===== config.mk =====
export PLATFORM = sky130hd
export DESIGN_NAME = pipe_recov_ctrl
export DESIGN_NICKNAME = d
export VERILOG_FILES = /design/src/rtl/pipe_recov_pkg.sv /design/src/rtl/recov_rst_sync.sv /design/src/rtl/recov_err_merge.sv /design/src/rtl/recov_fsm.sv /design/src/rtl/recov_sat_cnt.sv /design/src/rtl/pipe_recov_ctrl.sv
export SDC_FILE = /design/constraint.sdc
export NUM_CORES = 1
export LEC_CHECK = 0
export BUFFER_PORTS_ARGS = -buffer_cell sky130_fd_sc_hd__buf_2
export CORE_MARGIN = 4
export CORE_UTILIZATION = 30
export CTS_CLUSTER_DIAMETER = 150
export CTS_CLUSTER_SIZE = 40
export DETAILED_ROUTE_END_ITERATION = 12
export PLACE_DENSITY = 0.63
export SETUP_SLACK_MARGIN = 0.05
export SLEW_MARGIN = 20
export SYNTH_ARGS = -nofsm -noshare
export SYNTH_HDL_FRONTEND = slang
export SYNTH_HIERARCHICAL = 1
export SYNTH_SLANG_ARGS = --single-unit

===== constraint.sdc =====
create_clock -name clk -period 1.4 [get_ports clk]
set_input_delay 0.42 -clock clk [delete_from_list [all_inputs] [get_ports clk]]
set_output_delay 0.42 -clock clk [all_outputs]
set_load 0.01 [all_outputs]

===== src/rtl/pipe_recov_pkg.sv =====
package pipe_recov_pkg;
  typedef enum logic {
    ST_RUN     = 1'b0,
    ST_RESTORE = 1'b1
  } rec_state_e;
endpackage


===== src/rtl/recov_rst_sync.sv =====
module recov_rst_sync #(
  parameter int STAGES = 2
) (
  input  logic clk,
  input  logic rst_n,
  output logic rst_sync_n
);
  logic [STAGES-1:0] sync_q;
  logic [STAGES-1:0] sync_d;

  always_comb begin
    sync_d = {sync_q[STAGES-2:0], 1'b1};
  end

  always_ff @(posedge clk or negedge rst_n) begin
    if (!rst_n) sync_q <= '0;
    else        sync_q <= sync_d;
  end

  assign rst_sync_n = sync_q[STAGES-1];
endmodule


===== src/rtl/recov_err_merge.sv =====
module recov_err_merge #(
  parameter int NUM_STAGES = 3
) (
  input  logic [NUM_STAGES-1:0] err_i,
  output logic                  any_err_o
);
  logic [NUM_STAGES:0] chain;
  assign chain[0] = 1'b0;

  for (genvar g = 0; g < NUM_STAGES; g++) begin : g_or
    assign chain[g+1] = chain[g] | err_i[g];
  end

  assign any_err_o = chain[NUM_STAGES];
endmodule


===== src/rtl/recov_fsm.sv =====
module recov_fsm
  import pipe_recov_pkg::*;
(
  input  logic clk,
  input  logic rst_n,
  input  logic any_err_i,
  output logic restore_o,
  output logic start_o
);
  rec_state_e state_q, state_d;

  always_comb begin
    state_d = state_q;
    start_o = 1'b0;
    case (state_q)
      ST_RUN: begin
        if (any_err_i) begin
          state_d = ST_RESTORE;
          start_o = 1'b1;
        end
      end
      ST_RESTORE: state_d = ST_RUN;
      default:    state_d = ST_RUN;
    endcase
  end

  always_ff @(posedge clk or negedge rst_n) begin
    if (!rst_n) state_q <= ST_RUN;
    else        state_q <= state_d;
  end

  assign restore_o = (state_q == ST_RESTORE);
endmodule


===== src/rtl/recov_sat_cnt.sv =====
module recov_sat_cnt #(
  parameter int CNT_W = 8
) (
  input  logic             clk,
  input  logic             rst_n,
  input  logic             inc_i,
  output logic [CNT_W-1:0] cnt_o
);
  localparam logic [CNT_W-1:0] CNT_MAX = {CNT_W{1'b1}};

  logic [CNT_W-1:0] cnt_q, cnt_d;
  logic             cnt_en;

  always_comb begin
    cnt_en = inc_i && (cnt_q != CNT_MAX);
    cnt_d  = cnt_q + CNT_W'(1);
  end

  always_ff @(posedge clk or negedge rst_n) begin
    if (!rst_n)      cnt_q <= '0;
    else if (cnt_en) cnt_q <= cnt_d;
  end

  assign cnt_o = cnt_q;
endmodule


===== src/rtl/pipe_recov_ctrl.sv =====
module pipe_recov_ctrl #(
  parameter int NUM_STAGES = 3,
  parameter int CNT_W      = 8,
  parameter int SYNC_DEPTH = 2
) (
  input  logic                  clk,
  input  logic                  rst_n,
  input  logic [NUM_STAGES-1:0] err_i,
  output logic                  adv_en_o,
  output logic                  restore_o,
  output logic [CNT_W-1:0]      stall_cnt_o
);
  logic rst_sync_n;
  logic any_err;
  logic restore;
  logic start;

  recov_rst_sync #(.STAGES(SYNC_DEPTH)) u_rst (
    .clk        (clk),
    .rst_n      (rst_n),
    .rst_sync_n (rst_sync_n)
  );

  recov_err_merge #(.NUM_STAGES(NUM_STAGES)) u_merge (
    .err_i     (err_i),
    .any_err_o (any_err)
  );

  recov_fsm u_fsm (
    .clk       (clk),
    .rst_n     (rst_sync_n),
    .any_err_i (any_err),
    .restore_o (restore),
    .start_o   (start)
  );

  recov_sat_cnt #(.CNT_W(CNT_W)) u_cnt (
    .clk   (clk),
    .rst_n (rst_sync_n),
    .inc_i (start),
    .cnt_o (stall_cnt_o)
  );

  assign restore_o = restore;
  assign adv_en_o  = ~restore;
endmodule


Word-level counts from Yosys, hierarchy flattened
Index checks and enable logic that the tools add are counted.

Bitwise operators: 3. Mux-type cells: 3. Equality and inequality tests: 1. Reductions and logical operators: 1. $add $sub $neg: 1.

Operators with widths (number): $add 8x1->8 const B (1); $ne 8x8->1 const B (1); $mux 1 (2); $or 1x1->1 (2); $pmux 1 s2 (1); $logic_and 1x1->1 (1); $not 1->1 (1).

Output and inout bits: 10. Input port bits: 5. Word-level logic and storage cells: 12. Bits in registers: 11.

Longest topological paths before layout
Depth after elaboration: 5. Gate-level depth with buffers: 5. Mapped depth without buffers: 5.

Cells and area by module
Netlist, hierarchy kept.

By module, submodules not included: recov_sat_cnt (seq. area each 200.2 um^2, area each 407.9 um^2, cells an instance 34, instances 1); recov_rst_sync (seq. area each 50.0 um^2, area each 53.8 um^2, cells an instance 3, instances 1); recov_fsm (seq. area each 25.0 um^2, area each 38.8 um^2, cells an instance 2, instances 1); recov_err_merge (seq. area each 0.0 um^2, area each 6.3 um^2, cells an instance 1, instances 1); pipe_recov_ctrl (seq. area each 0.0 um^2, area each 3.8 um^2, cells an instance 1, instances 1).

Worst setup path before layout
Ideal clock, no wire load.

Path type: input-to-reg. Start point: input err_i[1]. End point: register u_cnt.cnt_q[5], in the netlist u_cnt/cnt_o[5]. Library setup time: 0.125 ns. Required time: 1.275 ns. Slack: -0.207 ns. Path buffers: 0. Arrival time: 1.482 ns. Cell stages on the path: 5. Path through: or3_1 > nor2b_4 > and4_4 > nand3_2 > mux2_4.

Longest elaborated chain between the ends: 5.

Ends and longest elaborated chain: start: declaration (line pipe_recov_ctrl.sv:8) `input logic [NUM_STAGES-1:0] err_i,`; $or 1x1->1 (2 in series) (line recov_err_merge.sv:11) `assign chain[g+1] = chain[g] | err_i[g];`; $mux 1 (line recov_fsm.sv:17) `if (any_err_i) begin`; $mux 1 (line recov_fsm.sv:15) `case (state_q)`; net start (line pipe_recov_ctrl.sv:16) `logic start;`; $logic_and 1x1->1 (line recov_sat_cnt.sv:15) `cnt_en = inc_i && (cnt_q != CNT_MAX);`; end signal: assignment (line recov_sat_cnt.sv:21) `else if (cnt_en) cnt_q <= cnt_d;`; end: declaration (line recov_sat_cnt.sv:11) `logic [CNT_W-1:0] cnt_q, cnt_d;`.

The timed path passes the listed nets, and every way through them passes these cells. A chain may end at the register's enable or synchronous reset.

Worst setup path in the final report
Start point: input err_i[1]. End point: register u_cnt.cnt_q[5], in the netlist u_cnt/cnt_o[5].

Longest elaborated chain between the ends: 5.

Ends and longest elaborated chain: $or 1x1->1 (2 in series) (line recov_err_merge.sv:11); net any_err (line pipe_recov_ctrl.sv:14) `logic any_err;`; $mux 1 (line recov_fsm.sv:17); $mux 1 (line recov_fsm.sv:15); net start (line pipe_recov_ctrl.sv:16); $logic_and 1x1->1 (line recov_sat_cnt.sv:15).

The timed path passes the listed nets, and every way through them passes these cells.

==> summary.md <==
| Metric | Value |
|---|---|
| Starting density of the core | 0.327 |
| Seq/Total Area, Yosys | 0.539 |
| CP endpoint kind | flip-flop |
| Fin area | 826 um2 |
| Most frequent cells in the layout | 13 x buf_4, 10 x dfrtp_1, 9 x buf_6 |
| Initial antenna violation count | 0 |
| Setup TNS | -1.95 ps |
| Final HPWL DP | 831 um |
| Fmax achieved | 713 MHz |
| Final core area utilization | 0.530 |
| Dpl ws | -279 ps |
| # rows | 14 |
| Hold Path Class | flip-flop to async pin |
| I/O pin total | 15 |
| Clock sinks | 11 |
| Setup WS post-layout | -1.95 ps |
| RSZ-0062 raised after global routing | true |
| Worst-path clk slew | 60 ps |
| Leakage | 0.402 nW |
| GRT Total Usage | 0.104 |
| Syn Area/Cell | 12.5 um2 |
| Main area contributors after synthesis | dfrtp_1 54%, a41oi_1 3.4%, a311oi_2 2.9%, mux2_4 2.9%, nor2b_4 2.7% |
| Mapped Cells | 41 |
| Post-Syn Area | 510 um2 |
| Total grt overflow | 0 |
| Drt pass-1 iters | 3 |
| Chip width | 49.3 um |
| Post-Synth Adder-Cell Area | 0.0245 |
| Final cell count without fillers | 92 |
| Residual DRC | 0 |
| Share of cells above drive strength 1 | 0.592 |
| Post-Place Cells | 81 |
| Placed Area | 676 um2 |
| Total power | 1.60 mW |
| Critical R2R Launch | u_cnt/cnt_o[0] |
| Final wirelength | 1.19 mm |
| Leading cell type in the layout, fill and taps excluded | buf_4 |
| Yosys top cell area share | 0.539 |
| Mux cell area share after synthesis | 0.0515 |
| Drt via density | 4.83 |
| Critical path fanouts, max | 4 |
| Post-synthesis xor/xnor area fraction | 0.0343 |
| Largest family of logic cells by synthesized area | compound AO/OA/AOI/OAI gates |
| Die area | 2430 um2 |
| Worst Path Required | 1550 ps |
| Crit Path Category | input port to flip-flop |
| Synth cell types | 26 |
| Area Growth Syn to Fin | 61.8% |
| Hold WS | 151 ps |
| Status | complete, but fails checks |
| Antenna Cells | 0 |
| PortBufs | 14 |
| CTS Buffer Depth | 2 |
| Arr. time, crit path | 1550 ps |
| Clock skew | 1.25 ps |
| Max-cap violation count | 0 |
| Max IR drop VDD | 1.07 mV |
| Synthesis Warnings | 6 |
| Tmin final | 1400 ps |
| Fin. Hold Viols | 0 |
| Area leader, netlist | dfrtp_1 |
| Die H | 49.3 um |
| Part of the cycle the worst path needs | 1.00 |
| Clk root buf | clkbuf_4 |
| Crit path from | err_i[1] |
| Routed Antenna Nets | 0 |
| Final setup fails | 1 |
| First-pass GRT wire length | 1.95 mm |
| Core Area | 1560 um2 |
| WL/cell | 12.9 um |
| Total number of vias | 444 |
| Net count, final | 83 |
| H-tree levels | 1 |
| Clk Latency, worst-skew pair | 260 ps |
| Final slew viol count | 0 |
| Number of buffers created by CTS | 3 |
| First DRT Iteration DRCs | 1 |
| Pwr dens | 1940 nW/um2 |
| #FFs+latches synth | 11 |
| RePlAce Congestion | 0.738 |
| Vias in the first global route | 475 |
| Largest net degree at the start of global routing | 10 |
| CTS tree | done |
| CP startpoint kind | input port |
| Failing checks | setup timing |
| Synth Area in Compound Gates | 0.169 |
| Post-Syn Nets | 47 |
| Post-synthesis simple-gate area fraction | 0.159 |
-- cell usage after synthesis (all sizes together) --
library cell,count
dfrtp,11
or3,1
a21boi,1
nand2,1
and4,1
and3,1
o21ai,1
nor3,1
nor2,1
inv,2
mux2,2
nor2b,1
a311oi,1
nand3,3
xnor2,1
xor2,1
a41oi,2
conb,1
nand4,1
a21oi,2
o21a,1
a31oi,2
ha,1
o211ai,1
-- where the power goes --
group | switching [mW] | internal (mW) | leakage (nW) | total (mW)
sequential | 0.134 | 0.433 | 0.132 | 0.567
combinational | 0.339 | 0.489 | 0.255 | 0.827
clock | 0.0943 | 0.110 | 0.0150 | 0.204
-- state kept, by name, indices dropped and copies added, names as in the netlist --
name and count:
u_rst/sync_q 2, u_cnt/cnt_o 8, u_fsm/restore_o 1
-- routing by layer --
| metal | up-vias | GRT usage | wire length (um) |
|---|---|---|---|
| met3 | 0 | 0.0459 | 73 |
| met2 | 10 | 0.172 | 621 |
| met5 | - | 0 | 0 |
| li1 | 223 | - | - |
| met4 | 0 | 0.0379 | 0 |
| met1 | 211 | 0.117 | 494 |
-- worst max-delay path: stages --
cell     delay [ps]
buf_6            90
or3_1           370
nor2b_4         140
and4_4          160
nand3_2          80
mux2_4          290
-- worst paths after layout --
kind,endpoint,slack (ps),cells past startpoint
max,u_cnt/cnt_o[5],-2,6
min,u_cnt/cnt_o[0],150,0
max reg2reg,u_cnt/cnt_o[1],30,4
min reg2reg,u_cnt/cnt_o[0],150,0
max in group asynchronous,u_rst/sync_q[1],840,2
min in group clk,u_rst/sync_q[1],360,0
-- kinds of logic (layout without fill, tap and decap cells) --
family	count (synthesis)	in the layout
AO/OA/AOI/OAI	11	11
XOR/XNOR	2	2
adder cells (fa/ha/maj)	1	1
buffers and inverters	2	37
flip-flops	11	11
multiplexers	2	2
other	1	1
AND/OR/NAND/NOR	11	11
-- layout make-up --
type,count,area [um2]
Tap cell,16,20.0
Fill cell,148,733
Clock buffer,4,26.3
Multi-Input combinational cell,28,246
Timing Repair Buffer,31,249
Inverter,2,7.51
Sequential cell,11,277
-- timing repair --
item                                    CTS  global route
hold buffers                              1             0
cloned                                    0             0
buffers inserted                          3             3
endpoints found under the setup margin    5            10
gates resized for setup                   6             9
endpoints found under the hold margin     2             0
pin swaps                                 4             7
(Power assumes the default switching activity.)
